[src/rtl/tif_pkg.sv]
package tif_pkg;
  localparam int TIF_DW   = 8;
  localparam int TIF_VW   = 12;
  localparam int TIF_RSVD = 1;
  localparam int TIF_BASE = 6;
  localparam int TIF_STEP = 2;

  typedef enum logic {SEL_FLAG = 1'b0, SEL_MASK = 1'b1} tif_sel_e;

  // Higher bit position -> lower vector; the reserved slot takes no vector.
  function automatic int tif_vec(int b, int w, int rsvd, int base, int step);
    return base + step * ((b > rsvd) ? (w - 1 - b) : (w - 2 - b));
  endfunction
endpackage

[src/rtl/tif_flag_bank.sv]
module tif_flag_bank #(
  parameter int DW   = tif_pkg::TIF_DW,
  parameter int VW   = tif_pkg::TIF_VW,
  parameter int RSVD = tif_pkg::TIF_RSVD,
  parameter int BASE = tif_pkg::TIF_BASE,
  parameter int STEP = tif_pkg::TIF_STEP
) (
  input  logic          clk,
  input  logic          rst_n,
  input  logic [DW-1:0] evt_i,
  input  logic          wr_i,
  input  logic [DW-1:0] wdata_i,
  input  logic          ack_i,
  input  logic [VW-1:0] ack_vec_i,
  output logic [DW-1:0] flag_o
);
  for (genvar b = 0; b < DW; b++) begin : g_bit
    if (b == RSVD) begin : g_rsvd
      logic unused_in;
      assign unused_in = evt_i[b] ^ wdata_i[b];
      assign flag_o[b] = 1'b0;
    end else begin : g_flag
      localparam logic [VW-1:0] MY_VEC = VW'(tif_pkg::tif_vec(b, DW, RSVD, BASE, STEP));
      logic clr;
      assign clr = (wr_i && wdata_i[b]) || (ack_i && (ack_vec_i == MY_VEC));
      always_ff @(posedge clk) begin
        if (!rst_n) flag_o[b] <= 1'b0;
        else        flag_o[b] <= evt_i[b] | (flag_o[b] & ~clr);
      end

      AST_EVT_SETS: assert property (@(posedge clk) disable iff (!rst_n)
        evt_i[b] |=> flag_o[b]);
      AST_CLR_TAKES: assert property (@(posedge clk) disable iff (!rst_n)
        (clr && !evt_i[b]) |=> !flag_o[b]);
      AST_FLAG_HOLDS: assert property (@(posedge clk) disable iff (!rst_n)
        (!clr && !evt_i[b]) |=> $stable(flag_o[b]));
    end
  end
endmodule

[src/rtl/tif_mask_reg.sv]
module tif_mask_reg #(
  parameter int DW   = tif_pkg::TIF_DW,
  parameter int RSVD = tif_pkg::TIF_RSVD
) (
  input  logic          clk,
  input  logic          rst_n,
  input  logic          wr_i,
  input  logic [DW-1:0] wdata_i,
  output logic [DW-1:0] mask_o
);
  localparam logic [DW-1:0] KEEP = ~(DW'(1) << RSVD);

  always_ff @(posedge clk) begin
    if (!rst_n)    mask_o <= '0;
    else if (wr_i) mask_o <= wdata_i & KEEP;
  end

  AST_MASK_LOADS: assert property (@(posedge clk) disable iff (!rst_n)
    wr_i |=> (mask_o == ($past(wdata_i) & KEEP)));
endmodule

[src/rtl/tif_prio.sv]
module tif_prio #(
  parameter int DW   = tif_pkg::TIF_DW,
  parameter int VW   = tif_pkg::TIF_VW,
  parameter int RSVD = tif_pkg::TIF_RSVD,
  parameter int BASE = tif_pkg::TIF_BASE,
  parameter int STEP = tif_pkg::TIF_STEP
) (
  input  logic          clk,
  input  logic          rst_n,
  input  logic [DW-1:0] req_i,
  output logic          irq_o,
  output logic [VW-1:0] vec_o
);
  logic [DW-1:0] grant;

  // Ascending scan: a later (higher) position overrides, giving it priority.
  always_comb begin
    grant = '0;
    vec_o = '0;
    for (int b = 0; b < DW; b++) begin
      if (b != RSVD && req_i[b]) begin
        grant = '0;
        grant[b] = 1'b1;
        vec_o = VW'(tif_pkg::tif_vec(b, DW, RSVD, BASE, STEP));
      end
    end
  end
  assign irq_o = |grant;

  AST_ONE_GRANT: assert property (@(posedge clk) disable iff (!rst_n)
    $onehot0(grant));
  AST_GRANT_REQ: assert property (@(posedge clk) disable iff (!rst_n)
    (grant & ~req_i) == '0);
  AST_IRQ_ANY: assert property (@(posedge clk) disable iff (!rst_n)
    irq_o == (req_i != '0));
endmodule

[src/rtl/timer_irq_unit.sv]
module timer_irq_unit #(
  parameter int DW   = tif_pkg::TIF_DW,
  parameter int VW   = tif_pkg::TIF_VW,
  parameter int RSVD = tif_pkg::TIF_RSVD,
  parameter int BASE = tif_pkg::TIF_BASE,
  parameter int STEP = tif_pkg::TIF_STEP
) (
  input  logic          clk,
  input  logic          rst_n,
  input  logic [DW-1:0] evt_i,
  input  logic          gie_i,
  input  logic          reg_sel_i,
  input  logic          reg_wr_i,
  input  logic [DW-1:0] reg_wdata_i,
  output logic [DW-1:0] reg_rdata_o,
  input  logic          ack_i,
  input  logic [VW-1:0] ack_vec_i,
  output logic          irq_o,
  output logic [VW-1:0] irq_vec_o
);
  import tif_pkg::*;

  logic [DW-1:0] flags, mask, req;
  logic          wr_flag, wr_mask;

  assign wr_flag = reg_wr_i && (tif_sel_e'(reg_sel_i) == SEL_FLAG);
  assign wr_mask = reg_wr_i && (tif_sel_e'(reg_sel_i) == SEL_MASK);

  tif_flag_bank #(.DW(DW), .VW(VW), .RSVD(RSVD), .BASE(BASE), .STEP(STEP)) u_flags (
    .clk(clk), .rst_n(rst_n), .evt_i(evt_i), .wr_i(wr_flag), .wdata_i(reg_wdata_i),
    .ack_i(ack_i), .ack_vec_i(ack_vec_i), .flag_o(flags));

  tif_mask_reg #(.DW(DW), .RSVD(RSVD)) u_mask (
    .clk(clk), .rst_n(rst_n), .wr_i(wr_mask), .wdata_i(reg_wdata_i), .mask_o(mask));

  assign req = flags & mask & {DW{gie_i}};

  tif_prio #(.DW(DW), .VW(VW), .RSVD(RSVD), .BASE(BASE), .STEP(STEP)) u_prio (
    .clk(clk), .rst_n(rst_n), .req_i(req), .irq_o(irq_o), .vec_o(irq_vec_o));

  assign reg_rdata_o = (tif_sel_e'(reg_sel_i) == SEL_MASK) ? mask : flags;

  AST_IRQ_NEEDS_GIE: assert property (@(posedge clk) disable iff (!rst_n)
    irq_o |-> gie_i);
  AST_IDLE_VEC_ZERO: assert property (@(posedge clk) disable iff (!rst_n)
    !irq_o |-> (irq_vec_o == '0));
  AST_RSVD_ZERO: assert property (@(posedge clk) disable iff (!rst_n)
    !reg_rdata_o[RSVD]);
endmodule

[config.mk]
export PLATFORM = sky130hd
export DESIGN_NAME = timer_irq_unit
export DESIGN_NICKNAME = d
export VERILOG_FILES = /design/src/rtl/tif_pkg.sv /design/src/rtl/tif_flag_bank.sv /design/src/rtl/tif_mask_reg.sv /design/src/rtl/tif_prio.sv /design/src/rtl/timer_irq_unit.sv
export SDC_FILE = /design/constraint.sdc
export NUM_CORES = 1
export LEC_CHECK = 0
export ABC_AREA = 1
export BUFFER_PORTS_ARGS = -buffer_cell sky130_fd_sc_hd__buf_4
export CAP_MARGIN = 20
export CORE_MARGIN = 2
export CORE_UTILIZATION = 46
export CTS_CLUSTER_DIAMETER = 30
export CTS_CLUSTER_SIZE = 28
export DETAILED_ROUTE_END_ITERATION = 12
export PLACE_DENSITY_LB_ADDON = 0.2
export RECOVER_POWER = 100
export SLEW_MARGIN = 40
export SYNTH_ARGS = -nofsm -noshare
export SYNTH_HDL_FRONTEND = slang
export SYNTH_SLANG_ARGS = --single-unit
[constraint.sdc]
create_clock -name clk -period 1.66 [get_ports clk]
set_clock_uncertainty 0.05 [all_clocks]
set_input_delay 0.498 -clock clk [delete_from_list [all_inputs] [get_ports clk]]
set_output_delay 0.498 -clock clk [all_outputs]
set_load 0.1 [all_outputs]
==> impl_metrics.ini, run 1 <==
[clocking]
postCtsHoldBufs = 0
htreeDepth = 1
root_buffer = clkbuf_4
cts_sinks = 14
clk_path_buf_depth = 2
cts_made_buffers = 3

[synth]
seq_area_frac_synth = 0.291
synth_cell_type_count = 17
synth_top_area_cell = dfxtp_1
synth-warning-count = 0
synth_top_cell_area_share = 0.291
synth_area_per_cell_sq_um = 5.80
syn-cell-area_sq_um = 962
synth_cells = 166
ys_ff_latch = 14
synth_area_leaders = dfxtp_1 (29%), nand2_1 (20%), nor2_1 (12%), nand3_1 (7.8%), inv_1 (7.4%)

[global_route]
grt_max_degree = 10

[floorplanning]
io_pins = 55
dieWidth_um = 49.7
chipHeight_um = 49.7
start_util = 0.490
rows = 16

[outcome]
haltStage = global routing (5_1_grt)
first-error = [ERROR DPL-0038] Utilization greater than 100%, impossible to legalize
run_status = stopped before the end

[sta]
worst-ep-kind = primary output
crit_endpoint = irq_vec_o[1]

[placed_design]
finalWeightedCongestion = 0.792
port_buffers = 43
hpwl_mm = 2.42
[stage by stage]
stage                      util  worst slack, ns  TNS (ns)  cell area, sq um  std cells
after CTS                 0.950           -0.203    -0.850              1860        256
after global placement    0.794           -0.349     -2.54              1560        250
after floorplan               -           -0.245    -0.527              1160        174
after detailed placement  0.794           -0.378     -2.74              1560        250
[cells in the mapped netlist]
| cell | count |
|---|---|
| nand2_1 | 52 |
| nor2_1 | 31 |
| inv_1 | 19 |
| nand3_1 | 15 |
| dfxtp_1 | 14 |
| buf_4 | 9 |
| o21ai_1 | 8 |
| a21oi_1 | 7 |
| inv_2 | 2 |
| nor2_2 | 2 |
| buf_6 | 1 |
| conb_1 | 1 |
| nand2_4 | 1 |
| nand3_2 | 1 |
| nor2_4 | 1 |
| o21a_1 | 1 |
| or2_1 | 1 |
[logic make-up after synthesis]
logic type / after synthesis / synth area share
AND/OR/NAND/NOR: 104 / 0.455
flip-flops: 14 / 0.291
buffers and inverters: 31 / 0.164
other: 1 / 0.00390
AO/OA/AOI/OAI: 16 / 0.0858
[repair_timing]
item | in CTS
setup endpoints to repair | 12
buffers inserted | 2
pin swaps | 8
resized for setup | 75
==> run 2, diff against run 1 <==
--- a/config.mk
+++ b/config.mk
@@ -8,12 +8,10 @@
 export ABC_AREA = 1
 export BUFFER_PORTS_ARGS = -buffer_cell sky130_fd_sc_hd__buf_4
 export CAP_MARGIN = 20
-export CORE_MARGIN = 2
-export CORE_UTILIZATION = 46
-export CTS_CLUSTER_DIAMETER = 30
-export CTS_CLUSTER_SIZE = 28
+export CORE_AREA = 2 2 63 65
 export DETAILED_ROUTE_END_ITERATION = 12
-export PLACE_DENSITY_LB_ADDON = 0.2
+export DIE_AREA = 0 0 65 67
+export PLACE_DENSITY_LB_ADDON = 0.15
 export RECOVER_POWER = 100
 export SLEW_MARGIN = 40
 export SYNTH_ARGS = -nofsm -noshare
==> impl_metrics.ini, run 2 <==
[outcome]
run_status = finished, violations left
violations = setup timing

[critical_path]
path_max_fanout = 6
crit_type = input port to output pin
r2r_setup_slack_ns = 0.82
end_kind = output pin
cp-start-kind = input port
crit_slowest_cell = buf_12
critPathArrivalTime_ns = 1.26
required_ns = 1.11
slowest_delay_ns = 0.16
worstPathCellList = buf_12 > nand3_2 > o21ai_1 > nand2_1 > nand2_1 > nand2_2 > nand2_8 > buf_12

[global_route]
grt_pass1_vias = 1067
grt_overflow = 0
grt_pass1_wl_mm = 4.56
grt_max_degree = 10
antenna_found_initial = 0
grtUsageTotal = 0.134

[power]
pwr-share-clk = 0.248
swShare = 0.403
p_per_area_nw_per_um2 = 710
vdd_drop_max_mv = 0.313
netSwitchingPower_mw = 0.538
p_int_mw = 0.796
p_total_mw = 1.33
cellLeakagePower_nw = 0.906
seq_power_share = 0.290
pwr-share-comb = 0.462

[flow_run]
maxCapViolCount = 0

[floorplanning]
rows = 22
io_pins = 55
dieWidth_um = 65
fp.dieArea_sq_um = 4360
core_sq_um = 3610
chipHeight_um = 67
start_util = 0.267

[sta]
rsz0062_at_grt = yes
final_hold_viol_count = 0
setup_ws_ns = -0.146
period_minus_slack_ns = 1.81
fin_crit_sh = 1.09
timing.fmax_mhz = 554
slew_viol_final = 0
setup_viol = 11

[synth]
synthTopCellsByCount = nand2_1 (52), nor2_1 (31), inv_1 (19)
ys_ff_latch = 14
yosysMostFrequentCell = nand2_1
synth_flop_cell = dfxtp_1
synth_top_cell_area_share = 0.291
synth_cell_type_count = 17
synth_cells = 166
synthArstFlopShare = 0
synth_edf_count = 0
seq_area_frac_synth = 0.291
synth-warning-count = 0
synth_area_leaders = dfxtp_1 (29%), nand2_1 (20%), nor2_1 (12%), nand3_1 (7.8%), inv_1 (7.4%)
syn-cell-area_sq_um = 962
synth_top_area_cell = dfxtp_1
synth_area_per_cell_sq_um = 5.80

[clocking]
root_buffer = clkbuf_8
insertion_delay_ns = 0.24
postCtsHoldBufs = 0
clk_pin_slew_ns = 0.06
clk_path_buf_depth = 2
cts_sinks = 14
htreeDepth = 1
cts_tree = done
cts_made_buffers = 3

[route]
drtIter0Drc = 18
drc = 0
wl_per_cell_um = 9.81
vias = 1143
via_per_inst = 4.13
postRouteAntennaNets = 0
wl_mm = 2.72
first_pass_iters = 4

[placed_design]
dpl_cell_area_sq_um = 1590
hpwl_mm = 2.26
numPlacedInstances = 272
port_buffers = 43
finalWeightedCongestion = 0.732

[cells_and_area]
final_nets = 264
fillers = 384
reg.largest.list = u_flags.flag_o (7), u_mask.mask_o (7)
seqCellArea_sq_um = 295
mostFrequentLayoutCells = buf_4 (44), nand2_1 (31), nor2_1 (29)
multi_input_area_sq_um = 757
num_antenna_cells = 0
drive_above_1_share = 0.493
fin_cells = 277
final_design_area_no_fill_sq_um = 1880
syn_to_final_growth_pct = 95.2
final_common_cell = buf_4

[min_path]
min_path_type = input port to flip-flop
==> run 2: path summary, 6_finish.rpt <==
kind / from / endpoint / cells after the start
setup reg to reg: u_flags.flag_o[7]$_SDFF_PN0_ / u_flags.flag_o[7]$_SDFF_PN0_ / 5
setup / recovery: gie_i / irq_vec_o[1] / 8
hold / removal: evt_i[6] / u_flags.flag_o[6]$_SDFF_PN0_ / 3
hold reg to reg: u_mask.mask_o[7]$_SDFFE_PN0P_ / u_mask.mask_o[7]$_SDFFE_PN0P_ / 2
==> run 2: worst max-delay path: cells and delay by family <==
kind	cells	cell delay [ns]
AO/OA/AOI/OAI	1	0.12
buffers and inverters	2	0.27
AND/OR/NAND/NOR	5	0.37
==> run 2: power by group through the flow <==
stage	Clock (mW)	Combinational, mW	Sequential [mW]
6_report	0.331	0.616	0.387
5_1_grt	0.354	0.650	0.389
4_1_cts	0.337	0.614	0.385
3_5_place_dp	0	0.535	0.388
3_3_place_gp	0	0.534	0.388
2_1_floorplan	0	0.396	0.387
==> run 2: what timing repair did <==
item	4_1_cts	5_1_grt
buffers inserted	0	1
endpoints found under the setup margin	12	12
resized for setup	59	14
endpoints found under the hold margin	0	0
pin swaps	7	4
==> run 2: kinds of logic (layout without fill, tap and decap cells) <==
family                 Yosys count  count (layout)  synth area share
and+or+nand+nor                104             104             0.455
buffers and inverters           31              86             0.164
AOI/OAI and AO/OA               16              16            0.0858
DFF                             14              14             0.291
other                            1               9           0.00390
==> run 2: per-stage QoR <==
step	TNS, ns	setup WS, ns	utilization	hold slack (ns)
2_1_floorplan	-0.527	-0.245	-	0.427
3_3_place_gp	-2.62	-0.358	0.441	0.444
6_report	-0.835	-0.146	0.521	0.445
4_1_cts	-0.645	-0.146	0.515	0.445
3_5_place_dp	-2.61	-0.360	0.441	0.445
5_1_grt	-1.33	-0.195	0.521	0.453
==> run 2: cell type report <==
| cell class | instances | area share |
|---|---|---|
| clock buffer | 4 | 0.0293 |
| inverter | 21 | 0.0453 |
| multi-input combinational | 129 | 0.403 |
| sequential | 14 | 0.157 |
| tap | 48 | 0.0320 |
| timing repair buffer | 61 | 0.333 |
==> run 2: layer usage <==
metal  share of wire  routed length [um]  up-vias  global-route usage
li1                -                   -      622                   -
met1            0.42                1140      491               0.161
met2            0.53                1450       28               0.249
met3           0.036                  97        2              0.0118
met4           0.011                  29        0              0.0479
met5               0                   0        -                   0
No activity file was read; power rests on OpenSTA's default activity.
==> run 3, diff against run 2 <==
--- a/config.mk
+++ b/config.mk
@@ -11,6 +11,7 @@
 export CORE_AREA = 2 2 63 65
 export DETAILED_ROUTE_END_ITERATION = 12
 export DIE_AREA = 0 0 65 67
+export GPL_TIMING_DRIVEN = 0
 export PLACE_DENSITY_LB_ADDON = 0.15
 export RECOVER_POWER = 100
 export SLEW_MARGIN = 40
==> impl_metrics.ini, run 3 (same netlist as run 2, synthesis figures left out) <==
[outcome]
run_status = finished, violations left
violations = setup timing

[critical_path]
slowest_delay_ns = 0.18
reg2reg_depth = 3
end_kind = output pin
worstPathCellList = buf_12 > nand3_4 > nand2_2 > nor2_4 > nand2_2 > nor2_4 > buf_12
cp-start-kind = input port
crit_type = input port to output pin
critPathArrivalTime_ns = 1.27
required_ns = 1.11
r2r_setup_slack_ns = 0.86
reg2reg_from = u_flags.flag_o[6]$_SDFF_PN0_
path_max_fanout = 6
crit_slowest_cell = buf_12
reg2reg_to = u_flags.flag_o[6]$_SDFF_PN0_

[power]
p_per_area_nw_per_um2 = 712
cellLeakagePower_nw = 0.889
p_total_mw = 1.31
vdd_drop_max_mv = 0.287

[placed_design]
hpwl_mm = 2.10
finalWeightedCongestion = 0.710
numPlacedInstances = 264
port_buffers = 42

[clocking]
insertion_delay_ns = 0.24
cts_sinks = 14
root_buffer = clkbuf_8
clk_path_buf_depth = 2
cts_made_buffers = 3
postCtsHoldBufs = 0
cts_tree = done
htreeDepth = 1
clk_pin_slew_ns = 0.06

[route]
via_per_inst = 4.02
drtIter0Drc = 26
wl_mm = 2.58
first_pass_iters = 4
postRouteAntennaNets = 0
vias = 1105
drc = 0
wl_per_cell_um = 9.40

[global_route]
grt_overflow = 0
grt_max_degree = 9
grt_pass1_wl_mm = 4.37
antenna_found_initial = 0
grtUsageTotal = 0.128
grt_pass1_vias = 1080

[cells_and_area]
fillers = 378
final_common_cell = buf_4
num_antenna_cells = 0
drive_above_1_share = 0.485
seqCellArea_sq_um = 307
syn_to_final_growth_pct = 91.3
final_nets = 262
fin_cells = 275
reg.largest.list = u_flags.flag_o (7), u_mask.mask_o (7)
multi_input_area_sq_um = 744
mostFrequentLayoutCells = buf_4 (42), nand2_1 (31), nor2_1 (29)

[flow_run]
maxCapViolCount = 0

[floorplanning]
core_sq_um = 3610
rows = 22
io_pins = 55
dieWidth_um = 65
chipHeight_um = 67
fp.dieArea_sq_um = 4360
start_util = 0.267

[sta]
final_hold_viol_count = 0
setup_ws_ns = -0.156
fin_crit_sh = 1.09
rsz0062_at_grt = yes
setup_viol = 12
timing.fmax_mhz = 551
slew_viol_final = 0
period_minus_slack_ns = 1.82

[min_path]
min_path_type = input port to flip-flop
whs_path_depth = 3
hp-start = evt_i[0]
worstHoldEndpoint = u_flags.flag_o[0]$_SDFF_PN0_
[run 3: cell count changes in the layout (fill, tap and decap cells not counted), moves of 2 or more]
cell	delta
dfxtp_4	+4
dfxtp_2	-3
buf_12	-2
buf_4	-2
[run 3: cell type report]
class / instances / area share
Buffer: 10 / 0.0394
Clock buffer: 4 / 0.0299
Tap cell: 48 / 0.0326
Multi-Input combinational cell: 129 / 0.404
Sequential cell: 14 / 0.167
Timing Repair Buffer: 49 / 0.281
Inverter: 21 / 0.0462
[run 3: stage by stage]
stage	setup slack (ns)	hold slack (ns)	area [sq um]	TNS [ns]	utilization
global route	-0.192	0.458	1840	-2.11	0.510
floorplan	-0.245	0.427	1160	-0.527	-
global placement	-0.435	0.444	1540	-2.94	0.426
CTS	-0.156	0.441	1840	-0.677	0.510
finish	-0.156	0.448	1840	-1.52	0.510
detailed placement	-0.439	0.452	1540	-2.98	0.426
[run 3: how the worst max path moves through the flow]
stage,slack [ns],endpoint,startpoint,cells after the start
floorplan,-0.25,irq_vec_o[4],gie_i,5
global placement,-0.44,irq_o,gie_i,6
detailed placement,-0.44,irq_o,gie_i,6
CTS,-0.16,irq_vec_o[4],gie_i,7
global route,-0.19,irq_vec_o[1],u_flags.flag_o[0]$_SDFF_PN0_,7
finish,-0.16,irq_vec_o[4],gie_i,7
[run 3: worst max-delay path, delay by kind of cell]
kind / cells / cell delay, ns
buffers and inverters: 2 / 0.30
AND/OR/NAND/NOR: 5 / 0.48
[run 3: metal layers]
metal	part of all wire	vias to the layer above	track usage
met5	0	-	0
met4	0.019	0	0.0665
met3	0.054	4	0.0203
met2	0.53	30	0.233
met1	0.40	453	0.143
li1	-	618	-
[run 3: timing repair]
| item | 4_1_cts | 5_1_grt |
|---|---|---|
| pin swaps | 10 | 3 |
| setup buffers | 7 | 0 |
| endpoints found under the setup margin | 12 | 10 |
| resized for setup | 59 | 13 |
[run 3: report_power, final]
part	leakage (nW)	switching, mW	internal, mW
sequential	0.121	0.0262	0.362
combinational	0.739	0.386	0.212
clock	0.0288	0.114	0.210
==> run 4, diff against run 3 <==
--- a/config.mk
+++ b/config.mk
@@ -13,7 +13,7 @@
 export DIE_AREA = 0 0 65 67
 export GPL_TIMING_DRIVEN = 0
 export PLACE_DENSITY_LB_ADDON = 0.15
-export RECOVER_POWER = 100
+export RECOVER_POWER = 50
 export SLEW_MARGIN = 40
 export SYNTH_ARGS = -nofsm -noshare
 export SYNTH_HDL_FRONTEND = slang
==> impl_metrics.ini, run 4 (same netlist as run 2, synthesis figures left out) <==
[outcome]
run_status = finished, violations left
violations = setup timing

[sta]
rsz0062_at_grt = yes
period_minus_slack_ns = 1.82
final_hold_viol_count = 0
setup_viol = 12
fin_crit_sh = 1.09
slew_viol_final = 0
timing.fmax_mhz = 551
setup_ws_ns = -0.156

[cells_and_area]
drive_above_1_share = 0.489
final_nets = 262
num_antenna_cells = 0
mostFrequentLayoutCells = buf_4 (42), nand2_1 (31), nor2_1 (28)
final_common_cell = buf_4
fin_cells = 275
reg.largest.list = u_flags.flag_o (7), u_mask.mask_o (7)
syn_to_final_growth_pct = 92.1

[route]
wl_per_cell_um = 9.42
postRouteAntennaNets = 0
vias = 1104
via_per_inst = 4.01
first_pass_iters = 4
drtIter0Drc = 26
wl_mm = 2.59
drc = 0

[global_route]
grt_pass1_wl_mm = 4.37
grtUsageTotal = 0.128
antenna_found_initial = 0
grt_pass1_vias = 1080
grt_overflow = 0
grt_max_degree = 9

[flow_run]
maxCapViolCount = 0

[critical_path]
crit_type = input port to output pin
cp-start-kind = input port
path_max_fanout = 6
required_ns = 1.11
critPathArrivalTime_ns = 1.27
end_kind = output pin

[power]
cellLeakagePower_nw = 0.890
p_total_mw = 1.31
vdd_drop_max_mv = 0.287
p_per_area_nw_per_um2 = 710

[floorplanning]
core_sq_um = 3610
start_util = 0.267
chipHeight_um = 67
dieWidth_um = 65
fp.dieArea_sq_um = 4360
rows = 22
io_pins = 55

[placed_design]
numPlacedInstances = 264
finalWeightedCongestion = 0.710
hpwl_mm = 2.10
port_buffers = 42

[clocking]
cts_made_buffers = 3
clk_pin_slew_ns = 0.06
insertion_delay_ns = 0.24
cts_tree = done
cts_sinks = 14
clk_path_buf_depth = 2
htreeDepth = 1
root_buffer = clkbuf_8

[min_path]
min_path_type = input port to flip-flop
==> run 4: cell counts in the layout (fill, tap and decap cells not counted) <==
Identical to the previous run, type by type.
==> run 4: layout make-up <==
type,instances,area [sq um]
multi-input combinational,129,752
tap,48,60.1
buffer,10,72.6
timing repair buffer,49,517
sequential,14,307
clock buffer,4,55.1
inverter,21,85.1
fill,376,1760
==> run 4: worst paths after layout <==
check	start	to	slack, ns	depth (start not counted)
max	gie_i	irq_vec_o[4]	-0.16	7
min	evt_i[0]	u_flags.flag_o[0]$_SDFF_PN0_	0.45	3
max reg2reg	u_flags.flag_o[6]$_SDFF_PN0_	u_flags.flag_o[6]$_SDFF_PN0_	0.86	3
min reg2reg	u_mask.mask_o[2]$_SDFFE_PN0P_	u_mask.mask_o[2]$_SDFFE_PN0P_	0.45	2
==> run 4: worst max-delay path, cell delays in order <==
cell     delay (ns)
buf_12         0.12
nand3_4        0.09
nand2_2        0.07
nor2_4         0.13
nand2_2        0.08
nor2_4         0.11
buf_12         0.18
==> run 4: power by group <==
part           internal (mW)  switching [mW]  total (mW)
clock network          0.210           0.115       0.324
logic                  0.212           0.388       0.600
registers              0.362          0.0262       0.388
==> run 4: stage by stage <==
stage               utilization  setup TNS, ns  instance area (sq um)  hold WS (ns)  setup WS [ns]
finish                    0.512          -1.52                   1850         0.448         -0.156
global route              0.512          -2.11                   1850         0.458         -0.192
CTS                       0.510         -0.677                   1840         0.441         -0.156
detailed placement        0.426          -2.98                   1540         0.452         -0.439
global placement          0.426          -2.94                   1540         0.444         -0.435
floorplan                     -         -0.527                   1160         0.427         -0.245
==> run 4: layer usage <==
| metal | track usage | routed length [um] | share of wire |
|---|---|---|---|
| met2 | 0.233 | 1360 | 0.53 |
| met3 | 0.0203 | 140 | 0.054 |
| met5 | 0 | 0 | 0 |
| met1 | 0.143 | 1040 | 0.40 |
| met4 | 0.0665 | 49 | 0.019 |
==> run 4: repair_timing <==
action,4_1_cts,5_1_grt
buffers inserted,7,0
setup endpoints to repair,12,10
endpoints found under the hold margin,0,0
pin swaps,10,3
resized for setup,59,13
hold buffers,0,0
